==> src/rtl/punc_pkg.sv <==
package punc_pkg;

  typedef enum logic [1:0] {
    STRM_SYS  = 2'd0,
    STRM_PAR1 = 2'd1,
    STRM_PAR2 = 2'd2
  } strm_e;

  typedef enum logic {
    ST_IDLE = 1'b0,
    ST_RUN  = 1'b1
  } st_e;

  // Fixed cyclic order of coded bits: systematic, parity 1, parity 2.
  function automatic strm_e strm_next(strm_e s);
    case (s)
      STRM_SYS:  strm_next = STRM_PAR1;
      STRM_PAR1: strm_next = STRM_PAR2;
      default:   strm_next = STRM_SYS;
    endcase
  endfunction

endpackage

==> src/rtl/punc_err_step.sv <==
// Combinational decision path: subtract, compare with zero, conditional add.
module punc_err_step #(
  parameter int EW = 18
) (
  input  logic [EW-1:0] e_in,
  input  logic [EW-1:0] e_dec,
  input  logic [EW-1:0] e_inc,
  output logic [EW-1:0] e_out,
  output logic          drop
);

  logic [EW-1:0] diff;

  always_comb begin
    diff  = e_in - e_dec;
    drop  = diff[EW-1] || (diff == '0);
    e_out = drop ? (diff + e_inc) : diff;
  end

endmodule

==> src/rtl/punc_err_bank.sv <==
// One error register and parameter set per parity stream.
module punc_err_bank
  import punc_pkg::*;
#(
  parameter int ERR_W = 16,
  localparam int EW = ERR_W + 2
) (
  input  logic                  clk,
  input  logic                  rst_n,
  input  logic                  load,
  input  logic                  step,
  input  strm_e                 strm,
  input  logic [1:0][ERR_W-1:0] eini,
  input  logic [1:0][ERR_W-1:0] eplus,
  input  logic [1:0][ERR_W-1:0] eminus,
  output logic                  drop,
  output logic [1:0][EW-1:0]    err
);

  logic [1:0] drop_v;

  for (genvar g = 0; g < 2; g++) begin : g_strm
    localparam strm_e MY_STRM = (g == 0) ? STRM_PAR1 : STRM_PAR2;

    logic [EW-1:0] e_q, e_d, e_nx;
    logic [EW-1:0] inc_q, dec_q;
    logic          sel, dr;

    assign sel = (strm == MY_STRM);

    punc_err_step #(.EW(EW)) u_step (
      .e_in  (e_q),
      .e_dec (dec_q),
      .e_inc (inc_q),
      .e_out (e_nx),
      .drop  (dr)
    );

    always_comb begin
      e_d = e_q;
      if (load) begin
        e_d = EW'(eini[g]);
      end else if (step && sel) begin
        e_d = e_nx;
      end
    end

    always_ff @(posedge clk or negedge rst_n) begin
      if (!rst_n) begin
        e_q <= '0;
      end else begin
        e_q <= e_d;
      end
    end

    always_ff @(posedge clk or negedge rst_n) begin
      if (!rst_n) begin
        inc_q <= '0;
        dec_q <= '0;
      end else if (load) begin
        inc_q <= EW'(eplus[g]);
        dec_q <= EW'(eminus[g]);
      end
    end

    assign drop_v[g] = sel && dr;
    assign err[g]    = e_q;
  end

  assign drop = |drop_v;

endmodule

==> src/rtl/punc_ctrl.sv <==
// Walk sequencer: position counter, stream phase, write gating, done pulse.
module punc_ctrl
  import punc_pkg::*;
#(
  parameter int DEPTH = 1024,
  localparam int ADDR_W = $clog2(DEPTH),
  localparam int CNT_W = $clog2(DEPTH + 1)
) (
  input  logic              clk,
  input  logic              rst_n,
  input  logic              start,
  input  logic [CNT_W-1:0]  n_len,
  output logic              busy,
  output logic              done,
  output logic              load,
  output logic              wr_en,
  output logic [ADDR_W-1:0] wr_addr,
  output strm_e             strm
);

  st_e              st_q, st_d;
  logic [CNT_W-1:0] pos_q, pos_d;
  logic [CNT_W-1:0] n_q, n_d;
  strm_e            strm_q, strm_d;
  logic             done_q, done_d;

  always_comb begin
    st_d   = st_q;
    pos_d  = pos_q;
    n_d    = n_q;
    strm_d = strm_q;
    done_d = 1'b0;
    load   = 1'b0;
    wr_en  = 1'b0;
    case (st_q)
      ST_IDLE: begin
        if (start) begin
          st_d   = ST_RUN;
          pos_d  = '0;
          n_d    = n_len;
          strm_d = STRM_SYS;
          load   = 1'b1;
        end
      end
      default: begin
        if (pos_q == n_q) begin
          st_d   = ST_IDLE;
          done_d = 1'b1;
        end else begin
          wr_en  = 1'b1;
          pos_d  = pos_q + 1'b1;
          strm_d = strm_next(strm_q);
        end
      end
    endcase
  end

  always_ff @(posedge clk or negedge rst_n) begin
    if (!rst_n) begin
      st_q   <= ST_IDLE;
      pos_q  <= '0;
      n_q    <= '0;
      strm_q <= STRM_SYS;
      done_q <= 1'b0;
    end else begin
      st_q   <= st_d;
      pos_q  <= pos_d;
      n_q    <= n_d;
      strm_q <= strm_d;
      done_q <= done_d;
    end
  end

  assign busy    = (st_q == ST_RUN);
  assign done    = done_q;
  assign wr_addr = pos_q[ADDR_W-1:0];
  assign strm    = strm_q;

endmodule

==> src/rtl/punc_mask_ram.sv <==
// One-bit-wide pattern memory, one write port, one registered read port.
module punc_mask_ram #(
  parameter int DEPTH = 1024,
  localparam int ADDR_W = $clog2(DEPTH)
) (
  input  logic              clk,
  input  logic              we,
  input  logic [ADDR_W-1:0] waddr,
  input  logic              wbit,
  input  logic [ADDR_W-1:0] raddr,
  output logic              rbit
);

  logic mem [DEPTH];

  always_ff @(posedge clk) begin
    if (we) begin
      mem[waddr] <= wbit;
    end
    rbit <= mem[raddr];
  end

endmodule

==> src/rtl/punc_mask_gen.sv <==
module punc_mask_gen
  import punc_pkg::*;
#(
  parameter int DEPTH = 1024,
  parameter int ERR_W = 16,
  localparam int ADDR_W = $clog2(DEPTH),
  localparam int CNT_W = $clog2(DEPTH + 1),
  localparam int EW = ERR_W + 2
) (
  input  logic              clk,
  input  logic              rst_n,
  input  logic              start,
  input  logic [CNT_W-1:0]  blk_len,
  input  logic [ERR_W-1:0]  p1_eini,
  input  logic [ERR_W-1:0]  p1_eplus,
  input  logic [ERR_W-1:0]  p1_eminus,
  input  logic [ERR_W-1:0]  p2_eini,
  input  logic [ERR_W-1:0]  p2_eplus,
  input  logic [ERR_W-1:0]  p2_eminus,
  output logic              busy,
  output logic              done,
  input  logic [ADDR_W-1:0] rd_addr,
  output logic              rd_bit
);

  // Asynchronous assert, synchronous release.
  logic [1:0] rst_sync_q;
  logic       rst_core_n;

  always_ff @(posedge clk or negedge rst_n) begin
    if (!rst_n) begin
      rst_sync_q <= 2'b00;
    end else begin
      rst_sync_q <= {rst_sync_q[0], 1'b1};
    end
  end

  assign rst_core_n = rst_sync_q[1];

  logic              load, wr_en, wr_bit;
  logic [ADDR_W-1:0] wr_addr;
  strm_e             strm;
  logic [1:0][EW-1:0] err;

  punc_ctrl #(.DEPTH(DEPTH)) u_ctrl (
    .clk     (clk),
    .rst_n   (rst_core_n),
    .start   (start),
    .n_len   (blk_len),
    .busy    (busy),
    .done    (done),
    .load    (load),
    .wr_en   (wr_en),
    .wr_addr (wr_addr),
    .strm    (strm)
  );

  punc_err_bank #(.ERR_W(ERR_W)) u_bank (
    .clk    (clk),
    .rst_n  (rst_core_n),
    .load   (load),
    .step   (wr_en),
    .strm   (strm),
    .eini   ({p2_eini, p1_eini}),
    .eplus  ({p2_eplus, p1_eplus}),
    .eminus ({p2_eminus, p1_eminus}),
    .drop   (wr_bit),
    .err    (err)
  );

  punc_mask_ram #(.DEPTH(DEPTH)) u_ram (
    .clk   (clk),
    .we    (wr_en),
    .waddr (wr_addr),
    .wbit  (wr_bit),
    .raddr (rd_addr),
    .rbit  (rd_bit)
  );

endmodule

==> config.mk <==
export PLATFORM = sky130hd
export DESIGN_NAME = punc_mask_gen
export DESIGN_NICKNAME = d
export VERILOG_FILES = /design/src/rtl/punc_pkg.sv /design/src/rtl/punc_err_step.sv /design/src/rtl/punc_err_bank.sv /design/src/rtl/punc_ctrl.sv /design/src/rtl/punc_mask_ram.sv /design/src/rtl/punc_mask_gen.sv
export SDC_FILE = /design/constraint.sdc
export NUM_CORES = 2
export LEC_CHECK = 0
export ABC_AREA = 1
export BUFFER_PORTS_ARGS = -buffer_cell sky130_fd_sc_hd__buf_4
export CELL_PAD_IN_SITES_DETAIL_PLACEMENT = 1
export CELL_PAD_IN_SITES_GLOBAL_PLACEMENT = 2
export CORE_MARGIN = 2
export CORE_UTILIZATION = 25
export DETAILED_ROUTE_END_ITERATION = 16
export GPL_TIMING_DRIVEN = 0
export PLACE_DENSITY = 0.64
export SLEW_MARGIN = 20
export SYNTH_ARGS = -nofsm -noshare
export SYNTH_HDL_FRONTEND = slang
export SYNTH_SLANG_ARGS = --single-unit
==> constraint.sdc <==
create_clock -name clk -period 4.05 [get_ports clk]
set_input_delay 1.0125 -clock clk [delete_from_list [all_inputs] [get_ports clk]]
set_output_delay 1.0125 -clock clk [all_outputs]
set_load 0.01 [all_outputs]
=== Word-level counts from Yosys, hierarchy flattened ===
Memory sizes are Yosys's and may differ from the RTL's. A register that Yosys moved wholly into a read port is not among the register bits.
Index checks and enable logic that the tools add are counted.

* Bits in registers: 128
* Memory bits (writable): 1024
* Input bits: 120
* Output and inout bits: 3
* Logic and storage cells: 60
* Memories kept: 1

* Add/sub/neg operators: 5
* Equal/unequal tests: 4
* Muxes and demuxes: 22
* Bitwise operators: 1
* Reductions and logical operators: 15

{| class="wikitable"
|+ Memory list
! name !! words !! width !! rd ports !! clocked after memory_dff !! write ports !! RTL line !! source
|-
| u_ram.mem || 1024 || 1 || 1 || 1 || 1 || punc_mask_ram.sv:14 || <nowiki>logic mem [DEPTH];</nowiki>
|}

{| class="wikitable"
|+ Operator list
! kind !! count
|-
| two-way mux 18 bit || 6
|-
| adder 18 x 16 -> 18 bit || 2
|-
| logical NOT 18 bit || 2
|-
| subtractor 18 x 16 -> 18 bit || 2
|-
| two-way mux 11 bit || 3
|-
| adder 11 x 1 -> 11 bit, second input constant || 1
|-
| equality test 11 bit || 1
|-
| two-way mux 1 bit || 9
|-
| two-way mux 2 bit || 3
|-
| nonzero test 2 bit || 3
|-
| logical AND 1 bit || 4
|-
| case mux 2 bit (2 select lines) || 1
|-
| AND reduction 2 bit || 2
|-
| equality test 2 x 1 -> 1 bit, second input constant || 1
|-
| equality test 2 bit, second input constant || 1
|-
| logical NOT 2 bit || 1
|-
| logical OR 1 bit || 2
|-
| != test 2 bit, second input constant || 1
|-
| OR reduction 2 bit || 1
|-
| NOT 1 bit || 1
|}

=== Longest topological paths before layout ===
* Word-level depth: 6
* Mapped depth: 25
* Gate-level depth less buffers: 25

=== Hierarchy ===
Synthesis repeated with hierarchy kept, for this count alone.

* Cell total of the unflattened synthesis: 6357
* Area total of the unflattened synthesis: 57356.3 µm²

{| class="wikitable"
|+ Modules (own cells, without submodules)
! module !! instances !! cells an instance !! area an instance (µm²) !! seq. area each (µm²)
|-
| punc_mask_ram || 1 || 4679 || 46392.0 || 30769.5
|-
| punc_err_bank || 1 || 544 || 4434.3 || 2502.4
|-
| punc_err_step (u_bank.g_strm[0].u_step) || 1 || 473 || 2511.2 || 0.0
|-
| punc_err_step (u_bank.g_strm[1].u_step) || 1 || 466 || 2507.4 || 0.0
|-
| punc_ctrl || 1 || 192 || 1457.6 || 650.6
|-
| punc_mask_gen || 1 || 3 || 53.8 || 50.0
|}

=== Worst setup path before layout ===
OpenSTA, ideal clock, no wires.

* Path type: register to register
* From: register u_bank.g_strm[0].e_q[0]
* To: memory u_ram.mem[0], data pin
* Library setup time: 2.691 ns
* Arrival: 14.371 ns
* Required time: 1.359 ns
* Setup slack: -13.012 ns
* Cell stages (with the launch flop): 19
* Buffers on the path: 1
* Clock period less this slack: 17.062 ns
* Cells stage by stage: dfrtp_1 inv_1 ha_1 inv_1 fa_1 nand3_1 nand2_1 nand2_1 nand2_1 nand3_1 nand3_1 nand2_1 inv_2 nor2_1 nand3_2 nand2_4 buf_6 nand3_1 nand2_1

* Word-level cells in the longest chain between the ends: 5

{| class="wikitable"
|+ Ends and longest elaborated chain
! element !! RTL line !! source
|-
| start, declared || punc_err_bank.sv:25 || <nowiki>logic [EW-1:0] e_q, e_d, e_nx;</nowiki>
|-
| start signal, assigned || punc_err_bank.sv:50 || <nowiki>e_q <= '0;</nowiki>
|-
| start signal, assigned || punc_err_bank.sv:52 || <nowiki>e_q <= e_d;</nowiki>
|-
| subtractor 18 x 16 -> 18 bit * || punc_err_step.sv:15 || <nowiki>diff = e_in - e_dec;</nowiki>
|-
| logical NOT 18 bit || punc_err_step.sv:16 || <nowiki>drop = diff[EW-1] || (diff == '0);</nowiki>
|-
| logical OR 1 bit * || punc_err_step.sv:16 ||
|-
| logical AND 1 bit * || punc_err_bank.sv:66 || <nowiki>assign drop_v[g] = sel && dr;</nowiki>
|-
| OR reduction 2 bit * || punc_err_bank.sv:70 || <nowiki>assign drop = |drop_v;</nowiki>
|-
| via u_bank.drop || punc_err_bank.sv:16 || <nowiki>output logic drop,</nowiki>
|-
| end, declared || punc_mask_ram.sv:14 ||
|}

The timed path passes the listed nets; every way through them passes the cells marked *.

==> impl_metrics.json <==
{
  "status": "complete, but fails checks",
  "violations": "setup timing",
  "clkSlewWorstSetupHoldPaths_ns": 0.06,
  "dp.cells": 9276,
  "synth-edff-count": 1024,
  "setup_ws_ns": -0.112,
  "cp_cell_sequence": "buf_2 > inv_2 > clkbuf_1 > clkbuf_1 > nand2_1 > nand3_1 > nand3_1 > nand3_1 > nand3_1 > nand3_1 > nand3_1 > nand2_1 > nand2_1 > nand3_1 > nand3_1 > nand2_1",
  "syn_to_final_growth_pct": 20.0,
  "final_util_pct": 30.1,
  "insertion_delay_ns": 0.82,
  "crit_buf_inv": 4,
  "crit_path_frequent_cell": "nand3_1",
  "r2r_start": "u_ctrl.pos_q[5]",
  "vias": 48842,
  "reg2reg_to": "u_ram.mem[589]",
  "die_x_um": 476,
  "rsz0062_at_grt": "false",
  "reg2regPathDepth": 12,
  "path_class": "in2reg",
  "most-common-layout-cells": "nand2_1 (1678), nor2_1 (1140), nand3_1 (1135)",
  "clock.fmax_mhz": 240,
  "portBuffers": 117,
  "grt_pass1_wl_mm": 385,
  "fin_crit_sh_pct": 103,
  "hold_path.class": "reg2async",
  "synth_flop_cell": "edfxtp_1",
  "setup_viol": 1,
  "final.setup_skew_ns": 0.0563,
  "critPathArrivalTime_ns": 4.90,
  "num_rows": 173,
  "finalCriticalPeriod_ns": 4.16,
  "relSlewSlack_pct": 15.0,
  "cp_max_fo": 10,
  "antenna_found_initial": 18,
  "ys_ff_latch": 1153,
  "start_util_pct": 25.1,
  "avgSynthCellArea_um2": 9.06,
  "instances_no_fill": 9565,
  "crit_required_ns": 4.78,
  "finalWeightedCongestion": 0.916,
  "cellLeakagePower_nw": 24.7,
  "die-area_um2": 226000,
  "core_um2": 222000,
  "synth.distinct_cells": 48,
  "ir_worst_vdd_v": 0.000479,
  "yosysWarnings": 0,
  "start_kind": "input port",
  "grt_overflow": 0,
  "grt_pass1_vias": 48146,
  "cts.path.max_buffers": 3,
  "drc": 0,
  "layout_commonest_cell": "nand2_1",
  "worstMarginPinSlew_ns": 1.28,
  "synth_cells": 6135,
  "fin_nets": 6666,
  "cp-end-kind": "register",
  "wl_met3_mm": 21.9,
  "hold_violations": 0,
  "drive_gt1_share_pct": 9.82,
  "grt_max_degree": 107,
  "highest_layer": "met5",
  "drv_cap": 0,
  "syn_area_um2": 55600,
  "ys_seq_area_share_pct": 61.1,
  "cts_buffers": 139,
  "io_pins": 123,
  "power_density_nw_per_um2": 774,
  "dp_slack_ns": -0.925,
  "wl_met1_mm": 119,
  "die_y_um": 476,
  "fin_hold_ws_ns": 0.332,
  "routedWlPerCell_um": 29.8,
  "path_delay_family": "buffers and inverters",
  "ant_nets": 0,
  "first_iter_violations": 5910,
  "drt_wl_total_mm": 285,
  "clockRootBuffer": "clkbuf_16",
  "slew_viol_final": 0,
  "slowest_delay_ns": 0.82,
  "hpwl_mm": 195,
  "reg2reg_slack_ns": 0.08,
  "grtUsageTotal_pct": 24.6,
  "cts_tree": "built",
  "avgViaCountPerCell": 5.11,
  "async_reset_ff_share_pct": 11.1,
  "slowest_stage": "clkbuf_1",
  "met2_length_mm": 130,
  "syn-num-nets": 6327,
  "clock_sinks": 1153,
  "h-tree-depth": 4,
  "first_pass_iters": 8
}
[sequential cells by signal (all words and copies together) (netlist names)]
signal and cells:
u_bank.g_strm.inc_q 32, u_ctrl.busy 1, u_ctrl.n_q 11, u_bank.g_strm.e_q 36, rst_sync_q 2, u_ram.mem 1024
u_ctrl.pos_q 11, u_bank.g_strm.dec_q 32, u_ram.rbit 1, u_ctrl.done 1, u_ctrl.strm 2
[logic make-up after synthesis]
family | Yosys count | synth area share (%)
XOR/XNOR | 38 | 0.632
flip-flops | 1153 | 61.1
AND/OR/NAND/NOR | 4050 | 30.3
buffers and inverters | 685 | 4.92
multiplexers | 3 | 0.0540
other | 1 | 0.00674
AO/OA/AOI/OAI | 133 | 1.32
adder cells (fa/ha/maj) | 72 | 1.67
[routing by layer]
| metal | vias up | GRT usage (%) |
|---|---|---|
| li1 | 21166 | - |
| met1 | 24950 | 32.3 |
| met2 | 2177 | 39.8 |
| met3 | 543 | 4.16 |
| met4 | 6 | 10.9 |
| met5 | - | 0 |
[per-stage QoR]
step | instance area, µm² | total power, mW | TNS [ns]
floorplan | 55700 | 29.0 | -934.78
global placement | 60300 | 33.8 | -3869.84
detailed placement | 61700 | 37.5 | -346.62
CTS | 66400 | 50.9 | 0
global route | 66800 | 54.4 | 0
finish | 66800 | 51.7 | -0.112
[synthesized netlist by cell type, types with 2 or more instances]
master,n,area [µm²]
nand2_1,1683,6320
nor2_1,1141,4280
nand3_1,1139,5700
edfxtp_1,1024,30700
clkbuf_1,304,1140
inv_1,218,818
dfrtp_1,128,3200
buf_2,113,566
ha_1,68,851
o21ai_0,56,280
a21oi_1,50,250
buf_1,36,135
nor3_1,35,175
xor2_1,25,219
nand4_1,23,144
xnor2_1,12,105
o21bai_1,10,75.1
nand3b_1,9,67.6
inv_2,8,30.0
a21boi_0,4,30.0
fa_1,4,80.1
or2_2,4,25.0
a21o_1,3,22.5
and2_1,3,18.8
mux2i_1,3,30.0
a221oi_1,2,17.5
buf_4,2,15.0
buf_6,2,22.5
clkinv_1,2,7.51
nand2_2,2,12.5
nand2_4,2,22.5
nor3_4,2,32.5
nor4_1,2,12.5
o22ai_1,2,12.5
[worst max path at each step]
| stage | startpoint | endpoint | cells after the start |
|---|---|---|---|
| 3_3_place_gp | u_bank.g_strm[1].e_q[0] | u_ram.mem[854] | 19 |
| 5_1_grt | rd_addr[0] | u_ram.rbit | 15 |
| 6_report | rd_addr[0] | u_ram.rbit | 16 |
| 4_1_cts | u_bank.g_strm[1].e_q[0] | u_ram.mem[616] | 22 |
| 3_5_place_dp | u_bank.g_strm[1].e_q[0] | u_ram.mem[567] | 22 |
| 2_1_floorplan | u_bank.g_strm[0].e_q[0] | u_ram.mem[0] | 17 |
[area by class of cell]
class	instances	area (µm²)
fill	25742	155000
sequential	1153	34000
multi-input combinational	4300	19000
tap	2975	3720
clock buffer	192	3720
timing repair buffer	195	2790
buffer	457	2020
inverter	228	856
clock inverter	64	658
antenna	1	2.50
[timing repair]
action / in CTS / in global routing
setup endpoints to repair: 754 / 726
pin swaps: 1 / 0
cloned: 11 / 14
gates resized for setup: 4 / 7
hold endpoints to repair: 2 / 0
setup buffers: 5 / 1
hold buffers: 1 / 0
[worst register-to-register path, delay by kind of cell, from the launching register on]
family / cells / cell delay [ns]
and+or+nand+nor: 7 / 1.67
buffers and inverters: 5 / 1.51
DFF: 1 / 0.49
[power breakdown]
group | internal [mW] | switching [mW] | total, mW
registers | 16.6 | 0.449 | 17.1
clock network | 6.90 | 5.57 | 12.5
logic | 6.58 | 15.5 | 22.1
Power figures use the tool's default switching activity.
